===== src/rtl/sdram_burst_colgen.sv =====
module sdram_burst_colgen #(
  parameter int COL_W = 8,
  parameter int MR_W  = 12
) (
  input  logic             clk,
  input  logic             rst_n,
  input  logic [MR_W-1:0]  mode_reg,
  input  logic             start,
  input  logic [COL_W-1:0] start_col,
  input  logic             wr,
  input  logic             stop,
  output logic [COL_W-1:0] col,
  output logic             col_valid,
  output logic             last_beat,
  output logic             mode_err
);
  localparam int LGW = $clog2(COL_W + 1);
  localparam int BT_BIT = 3;
  localparam int WSB_BIT = 9;

  logic [LGW-1:0]   lg_d, lg_q;
  logic             full_d, err_d, full_q, il_q, active;
  logic [COL_W-1:0] base, beat, mask, seq_col, il_col;
  logic             end_beat;

  always_comb begin
    full_d = 1'b0;
    err_d  = 1'b0;
    lg_d   = '0;
    case (mode_reg[2:0])
      3'b000:  lg_d = LGW'(0);
      3'b001:  lg_d = LGW'(1);
      3'b010:  lg_d = LGW'(2);
      3'b011:  lg_d = LGW'(3);
      3'b111:  begin lg_d = LGW'(COL_W); full_d = 1'b1; end
      default: err_d = 1'b1;
    endcase
    if (full_d && mode_reg[BT_BIT]) begin
      err_d  = 1'b1;
      full_d = 1'b0;
      lg_d   = '0;
    end
    if (wr && mode_reg[WSB_BIT]) begin
      full_d = 1'b0;
      lg_d   = '0;
    end
  end

  assign mask     = ~({COL_W{1'b1}} << lg_q);
  assign seq_col  = (base & ~mask) | ((base + beat) & mask);
  assign il_col   = base ^ (beat & mask);
  assign col      = il_q ? il_col : seq_col;
  assign end_beat = full_q ? stop : (beat == mask);
  assign col_valid = active;
  assign last_beat = active & end_beat;

  always_ff @(posedge clk) begin
    if (!rst_n) begin
      active   <= 1'b0;
      base     <= '0;
      beat     <= '0;
      lg_q     <= '0;
      full_q   <= 1'b0;
      il_q     <= 1'b0;
      mode_err <= 1'b0;
    end else if (start) begin
      active   <= 1'b1;
      base     <= start_col;
      beat     <= '0;
      lg_q     <= lg_d;
      full_q   <= full_d;
      il_q     <= mode_reg[BT_BIT];
      mode_err <= err_d;
    end else if (active) begin
      if (end_beat) active <= 1'b0;
      else          beat   <= beat + 1'b1;
    end
  end
endmodule



===== config.mk =====
export PLATFORM = sky130hd
export DESIGN_NAME = sdram_burst_colgen
export DESIGN_NICKNAME = d
export VERILOG_FILES = /design/src/rtl/sdram_burst_colgen.sv
export SDC_FILE = /design/constraint.sdc
export NUM_CORES = 1
export LEC_CHECK = 0
export ABC_AREA = 0
export CAP_MARGIN = 20
export CORE_MARGIN = 2
export CORE_UTILIZATION = 45
export DETAILED_ROUTE_END_ITERATION = 12
export HOLD_SLACK_MARGIN = 0.08
export PLACE_DENSITY = 0.78
export SETUP_SLACK_MARGIN = 0.4
export SKIP_CTS_REPAIR_TIMING = 1
export SLEW_MARGIN = 30
export SYNTH_ARGS = -nofsm -noshare
export SYNTH_HDL_FRONTEND = slang
export SYNTH_SLANG_ARGS = --single-unit

===== constraint.sdc =====
create_clock -name clk -period 3.2 [get_ports clk]
set_clock_uncertainty 0.15 [all_clocks]
set_input_delay 0.8 -clock clk [delete_from_list [all_inputs] [get_ports clk]]
set_output_delay 0.8 -clock clk [all_outputs]
set_load 0.02 [all_outputs]

# Word-level counts from Yosys, hierarchy flattened
# Index checks and enable logic that the tools add are counted.
[totals] input_bits=25 word_cells=44 out_inout_bits=11 regBits=24
[classes] addsub=2 shifts=1 reduce_logical=6 eq_ne=5 n_mux=13 bitwise=10
[op_table] operator="$and 8x8->8" count=3
[op_table] operator="$not 8->8" count=2
[op_table] operator="$pmux 4 s4" count=1
[op_table] operator="$mux 1" count=9
[op_table] operator="$add 8x1->8 const B" count=1
[op_table] operator="$add 8x8->8" count=1
[op_table] operator="$eq 8x8->1" count=1
[op_table] operator="$mux 4" count=2
[op_table] operator="$mux 8" count=1
[op_table] operator="$or 8x8->8" count=1
[op_table] operator="$shl 8x4->8 const A" count=1
[op_table] operator="$xor 8x8->8" count=1
[op_table] operator="$eq 3x2->1 const B" count=2
[op_table] operator="$reduce_or 5->1" count=1
[op_table] operator="$eq 3x1->1 const B" count=1
[op_table] operator="$eq 3x3->1 const B" count=1
[op_table] operator="$logic_not 3->1" count=1
[op_table] operator="$logic_and 1x1->1" count=2
[op_table] operator="$not 1->1" count=2
[op_table] operator="$reduce_and 2->1" count=1
[op_table] operator="$reduce_or 2->1" count=1
[op_table] operator="$and 1x1->1" count=1

# Logic depth before layout (Yosys ltp)
[logic_depth] depth_word=7 depth_mapped=10 mapped_depth_nobuf=9

# Worst setup path after synthesis
# OpenSTA, ideal clock, no wires.
[synth_timing] kind="register -> output" startpoint="reg beat[0]" endpoint="out col[6]" arrival_ns=2.056 t_required_ns=2.250 path_stages_with_launch=10 path_buffers=0 setup_slack_ns=0.194 cell_sequence="dfxtp_1 ha_1 inv_1 fa_1 nor2b_1 o21ai_0 nand2b_1 a31oi_1 xor2_1 o21ai_0"
[synth_via] elab_chain_len=4
[synth_rtl] element="from (decl)" line_no="23" text="logic [COL_W-1:0] base, beat, mask, seq_col, il_col;"
[synth_rtl] element="from (signal assigned)" line_no="76" text="else beat <= beat + 1'b1;"
[synth_rtl] element="$add 8x8->8" line_no="50" text="assign seq_col = (base & ~mask) | ((base + beat) & mask);"
[synth_rtl] element="$and 8x8->8" line_no="50"
[synth_rtl] element="$or 8x8->8" line_no="50"
[synth_rtl] element="$mux 8" line_no="52" text="assign col = il_q ? il_col : seq_col;"
[synth_rtl] element="to (decl)" line_no="12" text="output logic [COL_W-1:0] col,"
# No other way between the ends.

# Worst setup path after layout
[layout_timing] startpoint="reg base[0]" endpoint="out col[6]"
[layout_via] elab_chain_len=4
[layout_rtl] element="from (decl)" line_no="23"
[layout_rtl] element="from (signal assigned)" line_no="68" text="base <= start_col;"
[layout_rtl] element="$add 8x8->8" line_no="50"
[layout_rtl] element="$and 8x8->8" line_no="50"
[layout_rtl] element="$or 8x8->8" line_no="50"
[layout_rtl] element="$mux 8" line_no="52"
# No other way between the ends.

==> flow_summary.yaml <==
placed_design:
  placedCellCount: 273
  io_buffer_count: 28
  placed_cell_area_um2: 2106
  gp_congestion: 0.8162
  hpwl_mm: 2.722
setup_path:
  end_kind: "primary output"
  critical_path_class: "reg -> out"
  cp.arrival_ps: 2140
  path_cells: "ha_4, inv_2, fa_2, nor2b_2, o21ai_1, nand2b_1, a31oi_1, xor2_1, o21ai_2, buf_6"
  cp.required_ps: 2250
  path_max_fanout: 2
  cp_slowest_cell: "dfxtp_2"
  critPathBufInv: 2
  worstSetupStartpointType: "flip-flop"
  cp_top_family: "adder cells"
  crit_path_max_incr_delay_ps: 380
sta:
  period_share_pct: 96.54
  relSlewSlack_pct: 70.09
  slew_violations: 0
  period_minus_slack_ps: 3089
  fmax_mhz: 323.7
  finalHoldViolCount: 0
  tightest_slew_ps: 447.3
  setup_viol_count_final: 0
  rsz0062_at_grt: "true"
synth:
  synth_edf_count: 0
  ys_warn_count: 0
  syn_nets: 222
  ys_seq_area_share_pct: 29.04
  synth_cells: 180
  synth.cell_area_um2: 1585
  synth.distinct_cells: 36
  yosys.area.top_type: "dfxtp_1"
  syn_area_per_cell_um2: 8.807
  ys_ff_latch: 23
  ys_async_sr_fraction_pct: 0
  ys.flop_type: "dfxtp_1"
  synth_top_area_share_pct: 29.04
  synthTopCellsByArea: "dfxtp_1, ha_1, nor2b_1, mux2i_1, xor2_1"
power_and_ir_drop:
  switching_share_pct: 28.88
  powerDensity_nw_per_um2: 263.4
  vdd_ir_drop_max_uv: 188.8
  clock_power_share_pct: 22.4
  switchingPower_uw: 177.9
  pwr-share-comb_pct: 27.8
  p_int_uw: 438.0
  seqPwrFrac_pct: 49.8
  leakagePower_uw: 0.0009859
die:
  dieWidth_um: 63.36
  initial_core_util_pct: 47.14
  die_area_um2: 4014
  rows: 21
  io_pins: 36
  core_um2: 3363
  die_height_um: 63.36
route:
  via_count: 1489
  detail_route.wl_per_cell_um: 13.56
  routed_via_density: 5.280
  wl_mm: 3.825
  drtIter0Drc: 44
  drc_errors: 0
  antenna_left: 0
  dr.pass1.iters: 4
min_path:
  hold_path.class: "reg -> reg"
final_layout:
  instances_no_fill: 282
  area_growth_pct: 47.51
  drive_gt1_share_pct: 33.47
  num_antenna_cells: 0
  nets: 279
  post-route-util_pct: 69.53
  postLayoutCellArea_um2: 2338
clock_network:
  numCtsBuffers: 3
  clk_pin_slew_ps: 130
  clk_latency_ps: 310
  clk_path_buf_depth: 2
  cts-root-buf: "clkbuf_4"
  cts_tree: "built"
  cts_sinks: 23
  cts_htree_levels: 1
grt:
  overflow: 0
  track_usage_pct: 18.62
  grt_pass1_wl_mm: 6.037
  antenna_found_initial: 0
  grt_pass1_vias: 1437
  grt_max_degree: 17
flow_run:
  maxCapViolCount: 0
status:
  status: "finished, final reports clean"
## cells in the mapped netlist (all sizes together) (3+ instances only)
| library cell | instances |
|---|---|
| xor2 | 11 |
| a21oi | 10 |
| inv | 7 |
| xnor2 | 8 |
| nor2b | 19 |
| or3 | 3 |
| ha | 16 |
| mux2i | 11 |
| nor2 | 13 |
| o21ai | 9 |
| dfxtp | 23 |
| nand4 | 4 |
| clkbuf | 4 |
| nand2 | 9 |
| a211oi | 3 |
| nand2b | 6 |
## logic make-up after synthesis
group,count (synthesis),share of synthesized area [%]
compound gates,33,13.66
xor+xnor,19,10.50
fa+ha+maj,17,13.89
buf+inv,13,3.157
flops,23,29.04
mux,11,6.946
simple gates,64,22.81
## power groups by stage
| stage | registers (uW) | logic [uW] | clock network, uW |
|---|---|---|---|
| 6_report | 307 | 171 | 138 |
| 3_5_place_dp | 311 | 161 | 0 |
| 4_1_cts | 305 | 162 | 142 |
| 2_1_floorplan | 313 | 84.4 | 0 |
| 5_1_grt | 308 | 188 | 154 |
| 3_3_place_gp | 311 | 158 | 0 |
## worst register-to-register path: cells and delay by family (launching register included)
family / cells / cell delay, ps
fa+ha+maj: 1 / 290
buf+inv: 1 / 130
simple gates: 5 / 870
xor+xnor: 1 / 150
compound gates: 1 / 310
flops: 1 / 360
## final timing paths
check	endpoint	from	slack (ps)	depth (start not counted)
worst max-delay path	col[6]	base[0]	110	10
worst min-delay path	mode_err	mode_err	350	2
worst max register to register	beat[7]	lg_q[3]	840	9
worst min register to register	mode_err	mode_err	350	2
## placed cells by master (no fill, tap or decap), types with 2 or more instances in the layout
master and instances:
nor2_1 12, dfxtp_4 2, ha_4 8, inv_1 5
nor2b_1 18, a21oi_2 4, buf_6 3, clkbuf_2 2
nand2b_1 6, inv_2 2, ha_1 8, clkbuf_4 3
nor4_4 2, o21ai_1 2, xor2_1 11, buf_2 3
nand4_1 4, a21oi_1 6, o21ai_0 6, buf_4 30
or3_1 2, xnor2_1 7, nand2_1 9, a211oi_2 2
dfxtp_2 3, dfxtp_1 18, a21boi_0 2, mux2i_1 11
clkdlybuf4s50_1 19
## state kept, by name, indices dropped and copies added, names as in the netlist
signal,flops
col_valid,1
lg_q,3
full_q,1
mode_err,1
base,8
beat,8
il_q,1
## per-stage QoR
stage / TNS, ps / power [uW] / worst slack, ps / hold slack (ps)
4_1_cts: -2436 / 608.6 / -452.8 / 351.5
2_1_floorplan: 0 / 397.3 / 428.5 / 353.0
6_report: 0 / 615.9 / 110.6 / 350.1
3_5_place_dp: -200.9 / 472.5 / -79.67 / 329.6
3_3_place_gp: -109.6 / 469.0 / -66.29 / 322.7
5_1_grt: 0 / 649.3 / 4.683 / 395.8
## layout make-up
class	instances	area (um^2)
Clock buffer	4	26.28
Fill cell	276	1025
Inverter	7	26.28
Multi-Input combinational cell	144	1267
Sequential cell	23	471.7
Tap cell	46	57.56
Timing Repair Buffer	58	489.2
## routing by layer
metal / global-route usage (%) / share of wire [%]
met3: 2.143 / 3.4
met4: 6.522 / 0.39
met1: 21.79 / 41
met5: 0 / 0
met2: 34.61 / 56
Note: power is estimated with default switching activity, not from simulation.
